### config.mk
export PLATFORM = sky130hd
export DESIGN_NAME = nor_cmd_seq
export DESIGN_NICKNAME = d
export VERILOG_FILES = /design/src/rtl/nor_seq_pkg.sv /design/src/rtl/nor_seq_dp.sv /design/src/rtl/nor_seq_ctrl.sv /design/src/rtl/nor_cmd_seq.sv
export SDC_FILE = /design/constraint.sdc
export NUM_CORES = 1
export LEC_CHECK = 0
export ABC_AREA = 1
export BUFFER_PORTS_ARGS = -buffer_cell sky130_fd_sc_hd__buf_2
export CAP_MARGIN = 5
export CORE_MARGIN = 2
export CORE_UTILIZATION = 44
export DETAILED_ROUTE_END_ITERATION = 6
export GPL_ROUTABILITY_DRIVEN = 1
export GPL_TIMING_DRIVEN = 0
export PLACE_DENSITY = 0.76
export SYNTH_ARGS = -nofsm -noshare
export SYNTH_HDL_FRONTEND = slang
export SYNTH_SLANG_ARGS = --single-unit
### constraint.sdc
create_clock -name clk -period 3.8 [get_ports clk]
set_input_delay 0.57 -clock clk [delete_from_list [all_inputs] [get_ports clk]]
set_output_delay 0.57 -clock clk [all_outputs]
set_load 0.1 [all_outputs]
### src/rtl/nor_seq_pkg.sv
package nor_seq_pkg;

  typedef enum logic [1:0] {
    OP_READ = 2'd0,
    OP_PROG = 2'd1,
    OP_SECT = 2'd2,
    OP_CHIP = 2'd3
  } opKind_e;

  typedef enum logic [2:0] {
    ST_IDLE,
    ST_SETUP,
    ST_PULSE,
    ST_HOLD,
    ST_WAIT,
    ST_READ
  } seqState_e;

  // strobes from control to datapath
  typedef struct packed {
    logic load;     // latch request, rewind step
    logic cntClr;   // restart phase counter
    logic stepInc;  // advance to next bus cycle
    logic capRd;    // capture read byte
  } dpCtl_t;

  localparam logic [15:0] UNLOCK_HI = 16'h5555;
  localparam logic [15:0] UNLOCK_LO = 16'h2AAA;
  localparam logic [7:0]  KEY_A     = 8'hAA;
  localparam logic [7:0]  KEY_B     = 8'h55;
  localparam logic [7:0]  CMD_PROG  = 8'hA0;
  localparam logic [7:0]  CMD_ERASE = 8'h80;
  localparam logic [7:0]  CMD_SECT  = 8'h30;
  localparam logic [7:0]  CMD_CHIP  = 8'h10;

endpackage

### src/rtl/nor_seq_dp.sv
module nor_seq_dp
  import nor_seq_pkg::*;
#(
  parameter int ADDR_W = 18,
  parameter int CNT_W  = 12
) (
  input  logic              clk,
  input  logic              rstN,
  input  dpCtl_t            ctl,
  input  logic [1:0]        reqOp,
  input  logic [ADDR_W-1:0] reqAddr,
  input  logic [7:0]        reqData,
  input  logic [7:0]        fDqIn,
  output logic [CNT_W-1:0]  cnt,
  output logic              lastStep,
  output logic [ADDR_W-1:0] curAddr,
  output logic [7:0]        curData,
  output logic [7:0]        rdData
);

  opKind_e           opR;
  logic [ADDR_W-1:0] addrR;
  logic [7:0]        dataR;
  logic [2:0]        step;

  always_ff @(posedge clk or negedge rstN) begin
    if (!rstN) begin
      opR   <= OP_READ;
      addrR <= '0;
      dataR <= '0;
      step  <= '0;
    end else if (ctl.load) begin
      opR   <= opKind_e'(reqOp);
      addrR <= reqAddr;
      dataR <= reqData;
      step  <= '0;
    end else if (ctl.stepInc) begin
      step  <= step + 3'd1;
    end
  end

  always_ff @(posedge clk or negedge rstN) begin
    if (!rstN)           cnt <= '0;
    else if (ctl.cntClr) cnt <= '0;
    else                 cnt <= cnt + 1'b1;
  end

  always_ff @(posedge clk or negedge rstN) begin
    if (!rstN)          rdData <= '0;
    else if (ctl.capRd) rdData <= fDqIn;
  end

  assign lastStep = (opR == OP_PROG) ? (step == 3'd3) : (step == 3'd5);

  // bus word for the current step of the current operation
  always_comb begin
    curAddr = ADDR_W'(UNLOCK_HI);
    curData = KEY_A;
    if (opR == OP_READ) begin
      curAddr = addrR;
      curData = '0;
    end else begin
      case (step)
        3'd0: begin curAddr = ADDR_W'(UNLOCK_HI); curData = KEY_A; end
        3'd1: begin curAddr = ADDR_W'(UNLOCK_LO); curData = KEY_B; end
        3'd2: begin
          curAddr = ADDR_W'(UNLOCK_HI);
          curData = (opR == OP_PROG) ? CMD_PROG : CMD_ERASE;
        end
        3'd3: begin
          if (opR == OP_PROG) begin curAddr = addrR; curData = dataR; end
          else begin curAddr = ADDR_W'(UNLOCK_HI); curData = KEY_A; end
        end
        3'd4: begin curAddr = ADDR_W'(UNLOCK_LO); curData = KEY_B; end
        default: begin
          if (opR == OP_SECT) begin curAddr = addrR; curData = CMD_SECT; end
          else begin curAddr = ADDR_W'(UNLOCK_HI); curData = CMD_CHIP; end
        end
      endcase
    end
  end

  // the latched request only changes on an accepted start
  p_req_latched_r9: assert property (@(posedge clk) disable iff (!rstN)
    !ctl.load |=> $stable(opR) && $stable(addrR) && $stable(dataR));

  // the step index never runs past the six-cycle sequence
  p_step_range_r3: assert property (@(posedge clk) disable iff (!rstN)
    step <= 3'd5);

endmodule

### src/rtl/nor_seq_ctrl.sv
module nor_seq_ctrl
  import nor_seq_pkg::*;
#(
  parameter int CNT_W     = 12,
  parameter int SETUP_CYC = 2,
  parameter int PULSE_CYC = 3,
  parameter int HOLD_CYC  = 1,
  parameter int RD_CYC    = 3,
  parameter int TMO_CYC   = 4000
) (
  input  logic             clk,
  input  logic             rstN,
  input  logic             reqValid,
  input  logic [1:0]       reqOp,
  input  logic             cmpDone,
  input  logic [CNT_W-1:0] cnt,
  input  logic             lastStep,
  output dpCtl_t           ctl,
  output logic             busy,
  output logic             donePulse,
  output logic             errPulse,
  output logic             fCeN,
  output logic             fWeN,
  output logic             fOeN,
  output logic             fDqOe
);

  localparam logic [CNT_W-1:0] SETUP_END = CNT_W'(SETUP_CYC - 1);
  localparam logic [CNT_W-1:0] PULSE_END = CNT_W'(PULSE_CYC - 1);
  localparam logic [CNT_W-1:0] HOLD_END  = CNT_W'(HOLD_CYC - 1);
  localparam logic [CNT_W-1:0] RD_END    = CNT_W'(RD_CYC - 1);
  localparam logic [CNT_W-1:0] TMO_END   = CNT_W'(TMO_CYC - 1);

  seqState_e state, stateNxt;
  logic      doneNxt, errNxt;

  always_comb begin
    stateNxt = state;
    ctl      = '0;
    doneNxt  = 1'b0;
    errNxt   = 1'b0;
    case (state)
      ST_IDLE: begin
        ctl.cntClr = 1'b1;
        if (reqValid) begin
          ctl.load = 1'b1;
          stateNxt = (opKind_e'(reqOp) == OP_READ) ? ST_READ : ST_SETUP;
        end
      end
      ST_SETUP: if (cnt == SETUP_END) begin
        ctl.cntClr = 1'b1;
        stateNxt   = ST_PULSE;
      end
      ST_PULSE: if (cnt == PULSE_END) begin
        ctl.cntClr = 1'b1;
        stateNxt   = ST_HOLD;
      end
      ST_HOLD: if (cnt == HOLD_END) begin
        ctl.cntClr = 1'b1;
        if (lastStep) stateNxt = ST_WAIT;
        else begin
          ctl.stepInc = 1'b1;
          stateNxt    = ST_SETUP;
        end
      end
      ST_WAIT: begin
        if (cmpDone) begin
          doneNxt  = 1'b1;
          stateNxt = ST_IDLE;
        end else if (cnt == TMO_END) begin
          errNxt   = 1'b1;
          stateNxt = ST_IDLE;
        end
      end
      ST_READ: if (cnt == RD_END) begin
        ctl.capRd = 1'b1;
        doneNxt   = 1'b1;
        stateNxt  = ST_IDLE;
      end
      default: stateNxt = ST_IDLE;
    endcase
  end

  always_ff @(posedge clk or negedge rstN) begin
    if (!rstN) begin
      state     <= ST_IDLE;
      donePulse <= 1'b0;
      errPulse  <= 1'b0;
    end else begin
      state     <= stateNxt;
      donePulse <= doneNxt;
      errPulse  <= errNxt;
    end
  end

  assign busy  = (state != ST_IDLE);
  assign fDqOe = (state == ST_SETUP) || (state == ST_PULSE) || (state == ST_HOLD);
  assign fCeN  = !(fDqOe || (state == ST_READ));
  assign fWeN  = (state != ST_PULSE);
  assign fOeN  = (state != ST_READ);

  // write strobe only while the chip is selected
  p_we_in_ce_r5: assert property (@(posedge clk) disable iff (!rstN)
    !fWeN |-> !fCeN && fDqOe);

  // a read never overlaps a write strobe or a driven bus
  p_read_quiet_r6: assert property (@(posedge clk) disable iff (!rstN)
    !fOeN |-> fWeN && !fDqOe && !fCeN);

  // the two outcomes never coincide
  p_outcome_excl_r7: assert property (@(posedge clk) disable iff (!rstN)
    !(donePulse && errPulse));

  // busy ends only with an outcome pulse
  p_busy_end_r9: assert property (@(posedge clk) disable iff (!rstN)
    $fell(busy) |-> (donePulse || errPulse));

  // outcome pulses last one clock
  p_pulse_once_r7: assert property (@(posedge clk) disable iff (!rstN)
    (donePulse || errPulse) |=> !donePulse && !errPulse);

endmodule

### src/rtl/nor_cmd_seq.sv
module nor_cmd_seq
  import nor_seq_pkg::*;
#(
  parameter int ADDR_W    = 18,
  parameter int SETUP_CYC = 2,
  parameter int PULSE_CYC = 3,
  parameter int HOLD_CYC  = 1,
  parameter int RD_CYC    = 3,
  parameter int TMO_CYC   = 4000
) (
  input  logic              clk,
  input  logic              rstN,
  input  logic              reqValid,
  input  logic [1:0]        reqOp,
  input  logic [ADDR_W-1:0] reqAddr,
  input  logic [7:0]        reqData,
  input  logic              cmpDone,
  output logic              busy,
  output logic              donePulse,
  output logic              errPulse,
  output logic [7:0]        rdData,
  output logic [ADDR_W-1:0] fAddr,
  output logic [7:0]        fDqOut,
  output logic              fDqOe,
  input  logic [7:0]        fDqIn,
  output logic              fCeN,
  output logic              fWeN,
  output logic              fOeN
);

  localparam int MAX_A   = (SETUP_CYC > PULSE_CYC) ? SETUP_CYC : PULSE_CYC;
  localparam int MAX_B   = (HOLD_CYC > RD_CYC) ? HOLD_CYC : RD_CYC;
  localparam int MAX_AB  = (MAX_A > MAX_B) ? MAX_A : MAX_B;
  localparam int MAX_CNT = (MAX_AB > TMO_CYC) ? MAX_AB : TMO_CYC;
  localparam int CNT_W   = $clog2(MAX_CNT + 1);

  dpCtl_t            ctl;
  logic [CNT_W-1:0]  cnt;
  logic              lastStep;

  nor_seq_ctrl #(
    .CNT_W(CNT_W), .SETUP_CYC(SETUP_CYC), .PULSE_CYC(PULSE_CYC),
    .HOLD_CYC(HOLD_CYC), .RD_CYC(RD_CYC), .TMO_CYC(TMO_CYC)
  ) ctrl_i (
    .clk(clk), .rstN(rstN), .reqValid(reqValid), .reqOp(reqOp),
    .cmpDone(cmpDone), .cnt(cnt), .lastStep(lastStep), .ctl(ctl),
    .busy(busy), .donePulse(donePulse), .errPulse(errPulse),
    .fCeN(fCeN), .fWeN(fWeN), .fOeN(fOeN), .fDqOe(fDqOe)
  );

  nor_seq_dp #(.ADDR_W(ADDR_W), .CNT_W(CNT_W)) dp_i (
    .clk(clk), .rstN(rstN), .ctl(ctl), .reqOp(reqOp), .reqAddr(reqAddr),
    .reqData(reqData), .fDqIn(fDqIn), .cnt(cnt), .lastStep(lastStep),
    .curAddr(fAddr), .curData(fDqOut), .rdData(rdData)
  );

  // address and data frozen while write enable is low and at its rise
  p_bus_stable_r5: assert property (@(posedge clk) disable iff (!rstN)
    (!fWeN && $past(!fWeN)) || $rose(fWeN) |-> $stable(fAddr) && $stable(fDqOut));

endmodule

==> flow_metrics.env <==
export IMPL_cp_top_family="simple AND/OR/NAND/NOR gates"
export IMPL_fin_nets=546
export IMPL_drtPass1Iterations=4
export IMPL_crit_path_top_delay_cell="dfrtp_1"
export IMPL_final_common_cell="nand2_1"
export IMPL_hpwl_um=5190
export IMPL_fmax_mhz=326
export IMPL_fin_cells=594
export IMPL_syn_avg_cell_area_um2=7.64
export IMPL_coreArea_um2=6830
export IMPL_wl_met1_um=3120
export IMPL_ctsHoldBuffers=0
export IMPL_routabilityCongestion=0.950
export IMPL_row_count=30
export IMPL_clk_pin_slew_worst_paths_ps=100
export IMPL_fin_hold_ws_ps=300
export IMPL_layout_common_cells="nand2_1 (160), buf_2 (80), dfrtp_1 (56), nor2_1 (43), inv_1 (35)"
export IMPL_slowest_delay_ps=440
export IMPL_status="finished, final reports clean"
export IMPL_hold_violations=0
export IMPL_timing_final_crit_share_pct=80.6
export IMPL_cts_max_path_buffers=2
export IMPL_grt_overflow=0
export IMPL_synth_ff_latch_count=56
export IMPL_drive_above_1_share_pct=25.3
export IMPL_worstSkewPairLatency_ps=310
export IMPL_drv_slew=0
export IMPL_wl_per_cell_um=11.6
export IMPL_syn_nets=459
export IMPL_ys_seq_area_share_pct=44.7
export IMPL_routed_top_layer="met4"
export IMPL_cp_arrival_ps=2490
export IMPL_wl_met3_um=414
export IMPL_fin_worst_skew_ps=8.47
export IMPL_cts_resized=0
export IMPL_viasPerCell=4.73
export IMPL_clock_root_buffer="clkbuf_8"
export IMPL_setup_viol=0
export IMPL_initial_core_util_pct=45.8
export IMPL_cts_setup_buffers=0
export IMPL_grt_pass1_wl_um=11500
export IMPL_grt_setup_unrepaired="no"
export IMPL_netlist_cell_type_count=31
export IMPL_synth_cell_area_um2=3130
export IMPL_critPathKind="flip-flop to output pin"
export IMPL_relSlewSlack_pct=52.7
export IMPL_vias=2807
export IMPL_crit_start="dp_i.step[0]$_DFFE_PN0P_"
export IMPL_drc=0
export IMPL_crit_required_ps=3230
export IMPL_maxCapViolCount=0
export IMPL_grt_max_degree=57
export IMPL_antenna_found_initial=0
export IMPL_wl_met2_um=3290
export IMPL_die_h_um=88.4
export IMPL_path_common_cell="nand2_1"
export IMPL_grt_pass1_vias=2682
export IMPL_endpoint_kind="output pin"
export IMPL_num_antenna_cells=0
export IMPL_die_area_um2=7810
export IMPL_ios=81
export IMPL_finalSetupTns_ps=0
export IMPL_drtIter0Drc=83
export IMPL_worst_pin_slew_ps=709
export IMPL_min_path_type="primary input to asynchronous set/reset pin"
export IMPL_clock_sinks=56
export IMPL_cp_max_fo=8
export IMPL_synth_warnings=0
export IMPL_track_usage_pct=18.2
export IMPL_ant_nets=0
export IMPL_wl_um=6910
export IMPL_area_growth_pct=19.4
export IMPL_cts_buffers=5
export IMPL_crit_chain="ha_1 > ha_1 > inv_1 > nand2_1 > nor2_2 > nor2_1 > nand2_1 > nand2_1 > nand2_1 > buf_2"
export IMPL_io_buffers=80
export IMPL_crit_buf_inv=2
export IMPL_h_tree_depth=2
export IMPL_cts_tree="yes"
export IMPL_netlist_instances=410
export IMPL_die_x_um=88.4
export IMPL_dp_cells=586
export IMPL_timing_rr_start="dp_i.step[0]$_DFFE_PN0P_"
export IMPL_cp_start_kind="flip-flop"
export IMPL_min_period_ps=3060
==> per-layer routing <==
| metal | track usage, % | vias to the layer above |
|---|---|---|
| li1 | - | 1440 |
| met1 | 22.6 | 1272 |
| met2 | 32.9 | 84 |
| met3 | 3.17 | 11 |
| met4 | 4.27 | 0 |
| met5 | 0 | - |
==> kinds of logic (layout without fill, tap and decap cells) <==
logic type               after synthesis  in the layout  share of synthesized area [%]
adder cells (fa/ha/maj)                9              9                           3.60
buffers and inverters                 50            138                           7.47
AO/OA/AOI/OAI                         44             44                           8.83
AND/OR/NAND/NOR                      243            243                           33.1
flip-flops                            56             56                           44.7
XOR/XNOR                               8              8                           2.24
==> synth_stat cells (all sizes together) <==
library cell	instances	area [µm²]
nand2	167	644
dfrtp	56	1400
nor2	52	251
inv	41	154
o21ai	24	143
nand3	16	80.1
a21oi	14	73.8
buf	9	80.1
ha	9	113
nor3	5	36.3
xor2	5	43.8
nand4	3	25.0
xnor2	3	26.3
a22oi	1	21.3
a31o	1	8.76
o211ai	1	7.51
o22ai	1	6.26
o31a	1	8.76
o31ai	1	7.51
==> layout make-up <==
type	count	area [µm²]
fill	654	3090
multi-input combinational	304	1500
sequential	56	1400
timing repair buffer	80	403
inverter	41	154
tap	96	120
buffer	9	80.1
clock buffer	7	76.3
clock inverter	1	8.76
==> final timing paths <==
check / to / slack [ps] / depth (start not counted)
max in group asynchronous: dp_i.step[0]$_DFFE_PN0P_ / 3020 / 1
min in group clk: ctrl_i.errPulse$_DFF_PN0_ / 450 / 2
min reg2reg: dp_i.addrR[12]$_DFFE_PN0P_ / 480 / 2
min: dp_i.addrR[16]$_DFFE_PN0P_ / 300 / 1
max reg2reg: dp_i.step[2]$_DFFE_PN0P_ / 1960 / 8
max: fAddr[12] / 740 / 10
==> per-stage QoR <==
step                instance area [µm²]  utilization (%)  setup slack (ps)
floorplan                          3130                -               586
global placement                   3650             53.5              1090
detailed placement                 3650             53.5              1080
CTS                                3740             54.7               721
global route                       3740             54.7               506
finish                             3740             54.7               735
==> flip-flops by register name, indices dropped and copies added (netlist names) <==
name / count
ctrl_i.errPulse: 1
dp_i.dataR: 8
dp_i.addrR: 18
ctrl_i.donePulse: 1
dp_i.opR: 2
dp_i.rdData: 8
dp_i.step: 3
dp_i.cnt: 12
ctrl_i.state: 3
==> worst register-to-register path: stages (launching register included) <==
cell     delay (ps)
dfrtp_1         440
ha_1            170
ha_1            320
nand3_1         240
nand2_1         200
nor2_2           80
nor2_1          170
nand2_1          90
o21ai_2          60
Power is not shown: default switching activity piles up to over one toggle a cycle in this logic, so the estimate is an artifact.
